## src/rtl/adder_bist_pkg.sv

```systemverilog
package adder_bist_pkg;

    localparam int NUM_VECS = 10;
    localparam int IDX_W    = 4;

    typedef logic [IDX_W-1:0] vec_idx_t;

    localparam vec_idx_t LAST_IDX = vec_idx_t'(NUM_VECS - 1);

    typedef enum logic [1:0] {
        ST_IDLE,
        ST_RUN,
        ST_DONE
    } seq_state_t;

    // operand shape: all zero, all one, ones on even bits, ones on odd bits
    typedef enum logic [1:0] {
        PAT_ZERO,
        PAT_ONES,
        PAT_EVEN,
        PAT_ODD
    } pat_kind_t;

    typedef struct packed {
        pat_kind_t a_kind;
        pat_kind_t b_kind;
        logic      cin;
    } vec_recipe_t;

    function automatic vec_recipe_t recipe_of(vec_idx_t idx);
        vec_recipe_t r;
        case (idx)
            4'd0:    r = '{PAT_ZERO, PAT_ZERO, 1'b0};
            4'd1:    r = '{PAT_ZERO, PAT_ONES, 1'b0};
            4'd2:    r = '{PAT_ONES, PAT_ZERO, 1'b0};
            4'd3:    r = '{PAT_ONES, PAT_ZERO, 1'b1};
            4'd4:    r = '{PAT_ZERO, PAT_ONES, 1'b1};
            4'd5:    r = '{PAT_ONES, PAT_ONES, 1'b1};
            4'd6:    r = '{PAT_EVEN, PAT_EVEN, 1'b0};
            4'd7:    r = '{PAT_ODD,  PAT_ODD,  1'b1};
            4'd8:    r = '{PAT_ODD,  PAT_ODD,  1'b0};
            4'd9:    r = '{PAT_EVEN, PAT_EVEN, 1'b1};
            default: r = '{PAT_ZERO, PAT_ZERO, 1'b0};
        endcase
        return r;
    endfunction

endpackage

```

## src/rtl/abist_ctrl.sv

```systemverilog
module abist_ctrl
    import adder_bist_pkg::*;
#(
    parameter int SETTLE = 3
) (
    input  logic     clk,
    input  logic     rst,
    input  logic     start,
    output logic     running,
    output logic     sample,
    output logic     clear,
    output logic     done,
    output vec_idx_t idx
);

    localparam int CNT_W = (SETTLE > 1) ? $clog2(SETTLE) : 1;
    localparam logic [CNT_W-1:0] CNT_LAST = CNT_W'(SETTLE - 1);

    seq_state_t       state_q;
    vec_idx_t         idx_q;
    logic [CNT_W-1:0] cnt_q;

    always_ff @(posedge clk) begin
        if (rst) begin
            state_q <= ST_IDLE;
            idx_q   <= '0;
            cnt_q   <= '0;
        end else begin
            case (state_q)
                ST_IDLE, ST_DONE: begin
                    if (start) begin
                        state_q <= ST_RUN;
                        idx_q   <= '0;
                        cnt_q   <= '0;
                    end
                end
                ST_RUN: begin
                    if (cnt_q == CNT_LAST) begin
                        cnt_q <= '0;
                        if (idx_q == LAST_IDX) state_q <= ST_DONE;
                        else                   idx_q   <= idx_q + 1'b1;
                    end else begin
                        cnt_q <= cnt_q + 1'b1;
                    end
                end
                default: state_q <= ST_IDLE;
            endcase
        end
    end

    assign running = (state_q == ST_RUN);
    assign sample  = running && (cnt_q == CNT_LAST);
    assign done    = (state_q == ST_DONE);
    assign clear   = start && !running;
    assign idx     = idx_q;

    AST_RUN_FROM_ZERO: assert property (@(posedge clk) disable iff (rst)
        $rose(running) |-> (idx == '0));

    AST_IDX_LIMIT: assert property (@(posedge clk) disable iff (rst)
        running |-> (idx <= LAST_IDX));

    AST_DONE_HOLD: assert property (@(posedge clk) disable iff (rst)
        (done && !start) |=> done);

    AST_START_IGNORED: assert property (@(posedge clk) disable iff (rst)
        (running && start && !sample) |=> (running && $stable(idx)));

endmodule

```

## src/rtl/abist_pattern_gen.sv

```systemverilog
module abist_pattern_gen
    import adder_bist_pkg::*;
#(
    parameter int WIDTH = 8
) (
    input  logic             en,
    input  vec_idx_t         idx,
    output logic [WIDTH-1:0] op_a,
    output logic [WIDTH-1:0] op_b,
    output logic             op_cin
);

    logic [WIDTH-1:0] alt_even;
    logic [WIDTH-1:0] alt_odd;

    genvar gi;
    generate
        for (gi = 0; gi < WIDTH; gi++) begin : g_seed
            assign alt_even[gi] = ((gi % 2) == 0) ? 1'b1 : 1'b0;
            assign alt_odd[gi]  = ((gi % 2) == 1) ? 1'b1 : 1'b0;
        end
    endgenerate

    function automatic logic [WIDTH-1:0] shape(pat_kind_t k,
                                               logic [WIDTH-1:0] ev,
                                               logic [WIDTH-1:0] od);
        case (k)
            PAT_ZERO: return '0;
            PAT_ONES: return '1;
            PAT_EVEN: return ev;
            PAT_ODD:  return od;
            default:  return '0;
        endcase
    endfunction

    vec_recipe_t rec;

    always_comb begin
        rec    = recipe_of(idx);
        op_a   = '0;
        op_b   = '0;
        op_cin = 1'b0;
        if (en) begin
            op_a   = shape(rec.a_kind, alt_even, alt_odd);
            op_b   = shape(rec.b_kind, alt_even, alt_odd);
            op_cin = rec.cin;
        end
    end

endmodule

```

## src/rtl/abist_checker.sv

```systemverilog
module abist_checker
    import adder_bist_pkg::*;
#(
    parameter int WIDTH = 8
) (
    input  logic             clk,
    input  logic             rst,
    input  logic             clear,
    input  logic             sample,
    input  vec_idx_t         idx,
    input  logic [WIDTH-1:0] op_a,
    input  logic [WIDTH-1:0] op_b,
    input  logic             op_cin,
    input  logic [WIDTH-1:0] res_sum,
    input  logic             res_cout,
    output logic             fail,
    output vec_idx_t         fail_idx
);

    localparam int RW = WIDTH + 1;

    logic [RW-1:0] expected;
    logic [RW-1:0] observed;
    logic          mismatch;
    logic          fail_q;
    vec_idx_t      fidx_q;

    always_comb begin
        expected = {1'b0, op_a} + {1'b0, op_b} + RW'(op_cin);
        observed = {res_cout, res_sum};
        mismatch = (expected != observed);
    end

    always_ff @(posedge clk) begin
        if (rst || clear) begin
            fail_q <= 1'b0;
            fidx_q <= '0;
        end else if (sample && mismatch) begin
            fail_q <= 1'b1;
            if (!fail_q) fidx_q <= idx;
        end
    end

    assign fail     = fail_q;
    assign fail_idx = fidx_q;

    AST_FAIL_STICKY: assert property (@(posedge clk) disable iff (rst)
        (fail && !clear) |=> fail);

    AST_FIRST_IDX_KEPT: assert property (@(posedge clk) disable iff (rst)
        (fail && !clear) |=> $stable(fail_idx));

    AST_FAIL_ONLY_ON_SAMPLE: assert property (@(posedge clk) disable iff (rst)
        (!fail && !sample) |=> !fail);

    AST_CLEAR_RESETS: assert property (@(posedge clk) disable iff (rst)
        clear |=> (!fail && fail_idx == '0));

endmodule

```

## src/rtl/adder_bist_seq.sv

```systemverilog
module adder_bist_seq
    import adder_bist_pkg::*;
#(
    parameter int WIDTH  = 8,
    parameter int SETTLE = 3
) (
    input  logic             clk,
    input  logic             rst,
    input  logic             start,
    output logic [WIDTH-1:0] tst_a,
    output logic [WIDTH-1:0] tst_b,
    output logic             tst_cin,
    input  logic [WIDTH-1:0] dut_sum,
    input  logic             dut_cout,
    output logic             done,
    output logic             pass,
    output logic             fail,
    output logic [3:0]       fail_idx
);

    logic     running;
    logic     sample;
    logic     clear;
    vec_idx_t idx;
    vec_idx_t first_bad;

    abist_ctrl #(.SETTLE(SETTLE)) u_ctrl (
        .clk     (clk),
        .rst     (rst),
        .start   (start),
        .running (running),
        .sample  (sample),
        .clear   (clear),
        .done    (done),
        .idx     (idx)
    );

    abist_pattern_gen #(.WIDTH(WIDTH)) u_pat (
        .en     (running),
        .idx    (idx),
        .op_a   (tst_a),
        .op_b   (tst_b),
        .op_cin (tst_cin)
    );

    abist_checker #(.WIDTH(WIDTH)) u_chk (
        .clk      (clk),
        .rst      (rst),
        .clear    (clear),
        .sample   (sample),
        .idx      (idx),
        .op_a     (tst_a),
        .op_b     (tst_b),
        .op_cin   (tst_cin),
        .res_sum  (dut_sum),
        .res_cout (dut_cout),
        .fail     (fail),
        .fail_idx (first_bad)
    );

    assign pass     = done && !fail;
    assign fail_idx = first_bad;

    AST_OPS_HOLD: assert property (@(posedge clk) disable iff (rst)
        (running && !sample) |=> ($stable(tst_a) && $stable(tst_b) && $stable(tst_cin)));

    AST_IDLE_QUIET: assert property (@(posedge clk) disable iff (rst)
        !running |-> (tst_a == '0 && tst_b == '0 && !tst_cin));

endmodule

```

## config.mk

```make
export PLATFORM = sky130hd
export DESIGN_NAME = adder_bist_seq
export DESIGN_NICKNAME = d
export VERILOG_FILES = /design/src/rtl/adder_bist_pkg.sv /design/src/rtl/abist_ctrl.sv /design/src/rtl/abist_pattern_gen.sv /design/src/rtl/abist_checker.sv /design/src/rtl/adder_bist_seq.sv
export SDC_FILE = /design/constraint.sdc
export NUM_CORES = 1
export LEC_CHECK = 0
export ABC_AREA = 1
export BUFFER_PORTS_ARGS = -buffer_cell sky130_fd_sc_hd__buf_2
export CELL_PAD_IN_SITES_DETAIL_PLACEMENT = 0
export CELL_PAD_IN_SITES_GLOBAL_PLACEMENT = 1
export CORE_UTILIZATION = 37
export DETAILED_ROUTE_END_ITERATION = 8
export HOLD_SLACK_MARGIN = 0.15
export PLACE_DENSITY = 0.77
export SLEW_MARGIN = 20
export SYNTH_ARGS = -nofsm -noshare
export SYNTH_HDL_FRONTEND = slang
export SYNTH_HIERARCHICAL = 1
export SYNTH_SLANG_ARGS = --single-unit
```

## constraint.sdc

```tcl
create_clock -name clk -period 3.9 [get_ports clk]
set_clock_uncertainty 0.05 [all_clocks]
set_input_delay 0.78 -clock clk [delete_from_list [all_inputs] [get_ports clk]]
set_output_delay 0.78 -clock clk [all_outputs]
set_load 0.05 [all_outputs]
```

==> results.txt <==
H-tree Lvls -> 1
Worst-Skew Late Latency -> 250 ps
clock group share of total power -> 17.4%
Detail Route Antenna Nets -> 0
Final min period -> 3590 ps
I/O pin total -> 36
main combinational cell family by area after synthesis -> simple AND/OR/NAND/NOR gates
DR iter-0 viols -> 52
clk sinks -> 13
Net Sw Frac -> 50.6%
hold depth -> 1
setup violators final -> 0
Combinational Power Share -> 59.6%
Psw -> 0.354 mW
mapped cell area -> 1600 µm²
drt drc -> 0
Metal-1 WL -> 1640 µm
register bit total from synthesis -> 13
mux cell area share after synthesis -> 0%
Worst Path Required -> 3990 ps
Synth Net Count -> 286
Peak Freq -> 0.278 GHz
starting density of the core -> 39.2%
Post-Synth Adder-Cell Area -> 11.9%
Ys Warns -> 6
area leader, netlist -> dfxtp_1
final max-slew violation count -> 0
critical path's slowest cell -> dfxtp_1
TNS Setup -> 0 ps
Post-Syn Instances -> 260
CTS max path bufs -> 2
max cap viols -> 0
drt total wl -> 3360 µm
CTS Root Cell -> clkbuf_8
Critical Path Source Type -> flip-flop
Power Total -> 0.700 mW
Syn-to-layout area delta -> 14.1%
Worst-Margin Slew -> 686 ps
Vias -> 1,560
register area share after synthesis -> 16.2%
global-route wire length before repair -> 5530 µm
DP HPWL -> 2750 µm
Clock Pin Slew Worst Setup and Hold Paths -> 60 ps
Data arrival, critical path -> 3680 ps
Crit Path Max Fanout -> 10
hold_buf cts -> 0
die height -> 67.8 µm
top-area cell type share of the netlist area -> 16.3%
CTS tree -> built
Crit path largest cell delay -> 530 ps
gpl congestion -> 0.759
Peak supply drop -> 0.000190 V
row count -> 23
Leak Pwr -> 0.978 nW
worst reg-to-reg path cell count -> 21
gr ovfl total -> 0
pre-CTS WS -> 319 ps
Post CTS Setup Buffer Count -> 0
final setup margin -> 308 ps
Slew HR -> 54.1%
PD cells -> 383 nW/µm²
routed len/inst -> 9.87 µm
antenna cells -> 0
CTS resizes -> 0
wire length on met3 -> 151 µm
post-placement cell count -> 336
Int Pwr -> 0.346 mW
complex-gate fraction of the synthesized area -> 9.22%
Crit. End Element -> flip-flop
IO buf count -> 35
TritonRoute pass-1 iters -> 4
Layout Cells excl Fill -> 340
DIE WIDTH -> 67.8 µm
post-synthesis area per instance -> 6.16 µm²
worst min path class -> reg2reg
Top Metal Used -> met4
Netlist cell types -> 29
Final #Nets -> 317
vias per cell -> 4.59
status -> finished, final reports clean
DR WL met2 -> 1550 µm
core area -> 4090 µm²
initial antenna violation count -> 0
sequential share of power -> 23.0%
die area -> 4600 µm²
crit-path cells -> inv_1, o21ai_0, nand2_1, ha_1, nor2_2, inv_1, fa_1, inv_1, fa_1, nand2_1, nand2_1, nor2_1, nand3_1, nor2_1, nand3_1, nor2_2, nand4_4, nand3_2, nand2_1, clkinv_1, nor2_2
Tcrit/Tclk final -> 92.1%
largest cells by area after synthesis -> dfxtp_1 16%, nand2_1 16%, inv_1 10%
all-layer global routing usage -> 15.7%
Setup CP Type -> reg2reg
RSZ-0062 raised after global routing -> false
Final Hold Violating Endpoints -> 0
worst hold margin -> 404 ps
vias in the first global route -> 1,345
share of cells above drive strength 1 -> 25.9%
number of CTS-inserted buffers -> 3
largest net degree at the start of global routing -> 11
XOR/XNOR share of the synthesized area -> 3.28%
Simple-Gate Fraction of Synth Area -> 40.3%
crit-path most repeated cell -> nand2_1
[worst max-delay path, delay by kind of cell, from the launching register on]
family | cells | cell delay [ps]
adders and majority gates | 3 | 1170
DFF | 1 | 530
buffers and inverters | 4 | 300
AOI/OAI and AO/OA | 1 | 170
and+or+nand+nor | 13 | 1230
[flip-flops by register name (all words and copies together) (netlist names)]
signal,flops
u_ctrl/cnt_q,2
u_chk/fail_idx,4
u_chk/fail,1
u_ctrl/idx,4
u_ctrl/state_q,2
[power by group through the flow]
stage          logic, mW  clock network, mW  registers, mW
2_1_floorplan      0.347                  0          0.170
3_3_place_gp       0.420                  0          0.163
3_5_place_dp       0.419                  0          0.164
4_1_cts            0.420              0.125          0.161
5_1_grt            0.464              0.132          0.163
6_report           0.418              0.122          0.161
[cell usage after synthesis (all sizes together)]
| cell type | number |
|---|---|
| nor3 | 1 |
| nand2 | 75 |
| buf | 14 |
| nand3b | 2 |
| xnor2 | 4 |
| a21boi | 1 |
| or2 | 1 |
| inv | 50 |
| a221oi | 1 |
| nor2 | 27 |
| clkinv | 4 |
| o21a | 2 |
| a21oi | 18 |
| o21ai | 3 |
| dfxtp | 13 |
| ha | 12 |
| xor2 | 2 |
| nand4 | 8 |
| fa | 2 |
| nand3 | 20 |
[metrics by stage]
step | area, µm² | utilization (%)
after detailed placement | 1780 | 43.6
after floorplan | 1610 | -
after global placement | 1780 | 43.6
final | 1830 | 44.7
after CTS | 1830 | 44.7
after global routing | 1830 | 44.7
[kinds of logic after synthesis]
group	after synthesis
AOI/OAI and AO/OA	25
xor gates and xnor gates	6
adders and majority gates	14
buffers and inverters	68
DFF	13
and+or+nand+nor	134
[cells in the final DEF, fill, tap and decap left out, types with 3 or more instances in the layout]
| cell | instances |
|---|---|
| clkinv_1 | 4 |
| ha_1 | 12 |
| nand2_1 | 69 |
| a21oi_2 | 3 |
| nand3_2 | 3 |
| inv_1 | 43 |
| buf_2 | 35 |
| nand4_1 | 7 |
| nor2_2 | 9 |
| o21ai_0 | 3 |
| clkbuf_8 | 3 |
| buf_4 | 5 |
| dfxtp_1 | 13 |
| nand3_1 | 17 |
| xnor2_1 | 4 |
| inv_2 | 7 |
| nand2_2 | 5 |
| nor2_1 | 17 |
| a21oi_1 | 15 |
[metal layers]
layer,vias up,global-route usage [%]
met5,-,0
met4,0,3.13
met3,2,3.55
met2,35,26.7
met1,666,20.1
li1,857,-
[worst paths after layout]
path | start | end | slack, ps
setup / recovery | u_ctrl/idx[2]$_SDFFE_PP0P_ | u_chk/fail_idx[3]$_SDFFE_PP0P_ | 310
hold / removal | u_ctrl/cnt_q[0]$_SDFFE_PP0P_ | u_ctrl/cnt_q[0]$_SDFFE_PP0P_ | 400
setup reg to reg | u_ctrl/idx[2]$_SDFFE_PP0P_ | u_chk/fail_idx[3]$_SDFFE_PP0P_ | 310
hold reg to reg | u_ctrl/cnt_q[0]$_SDFFE_PP0P_ | u_ctrl/cnt_q[0]$_SDFFE_PP0P_ | 400
[final cells by class]
type | count | area [µm²]
fillers | 439 | 2260
multi-input cells | 179 | 1040
flip-flops and latches | 13 | 260
repair buffers | 40 | 213
inverters | 54 | 203
well taps | 50 | 62.6
clock buffers | 3 | 41.3
clock inverters | 1 | 5.00
Note: power is estimated with default switching activity, not from simulation.
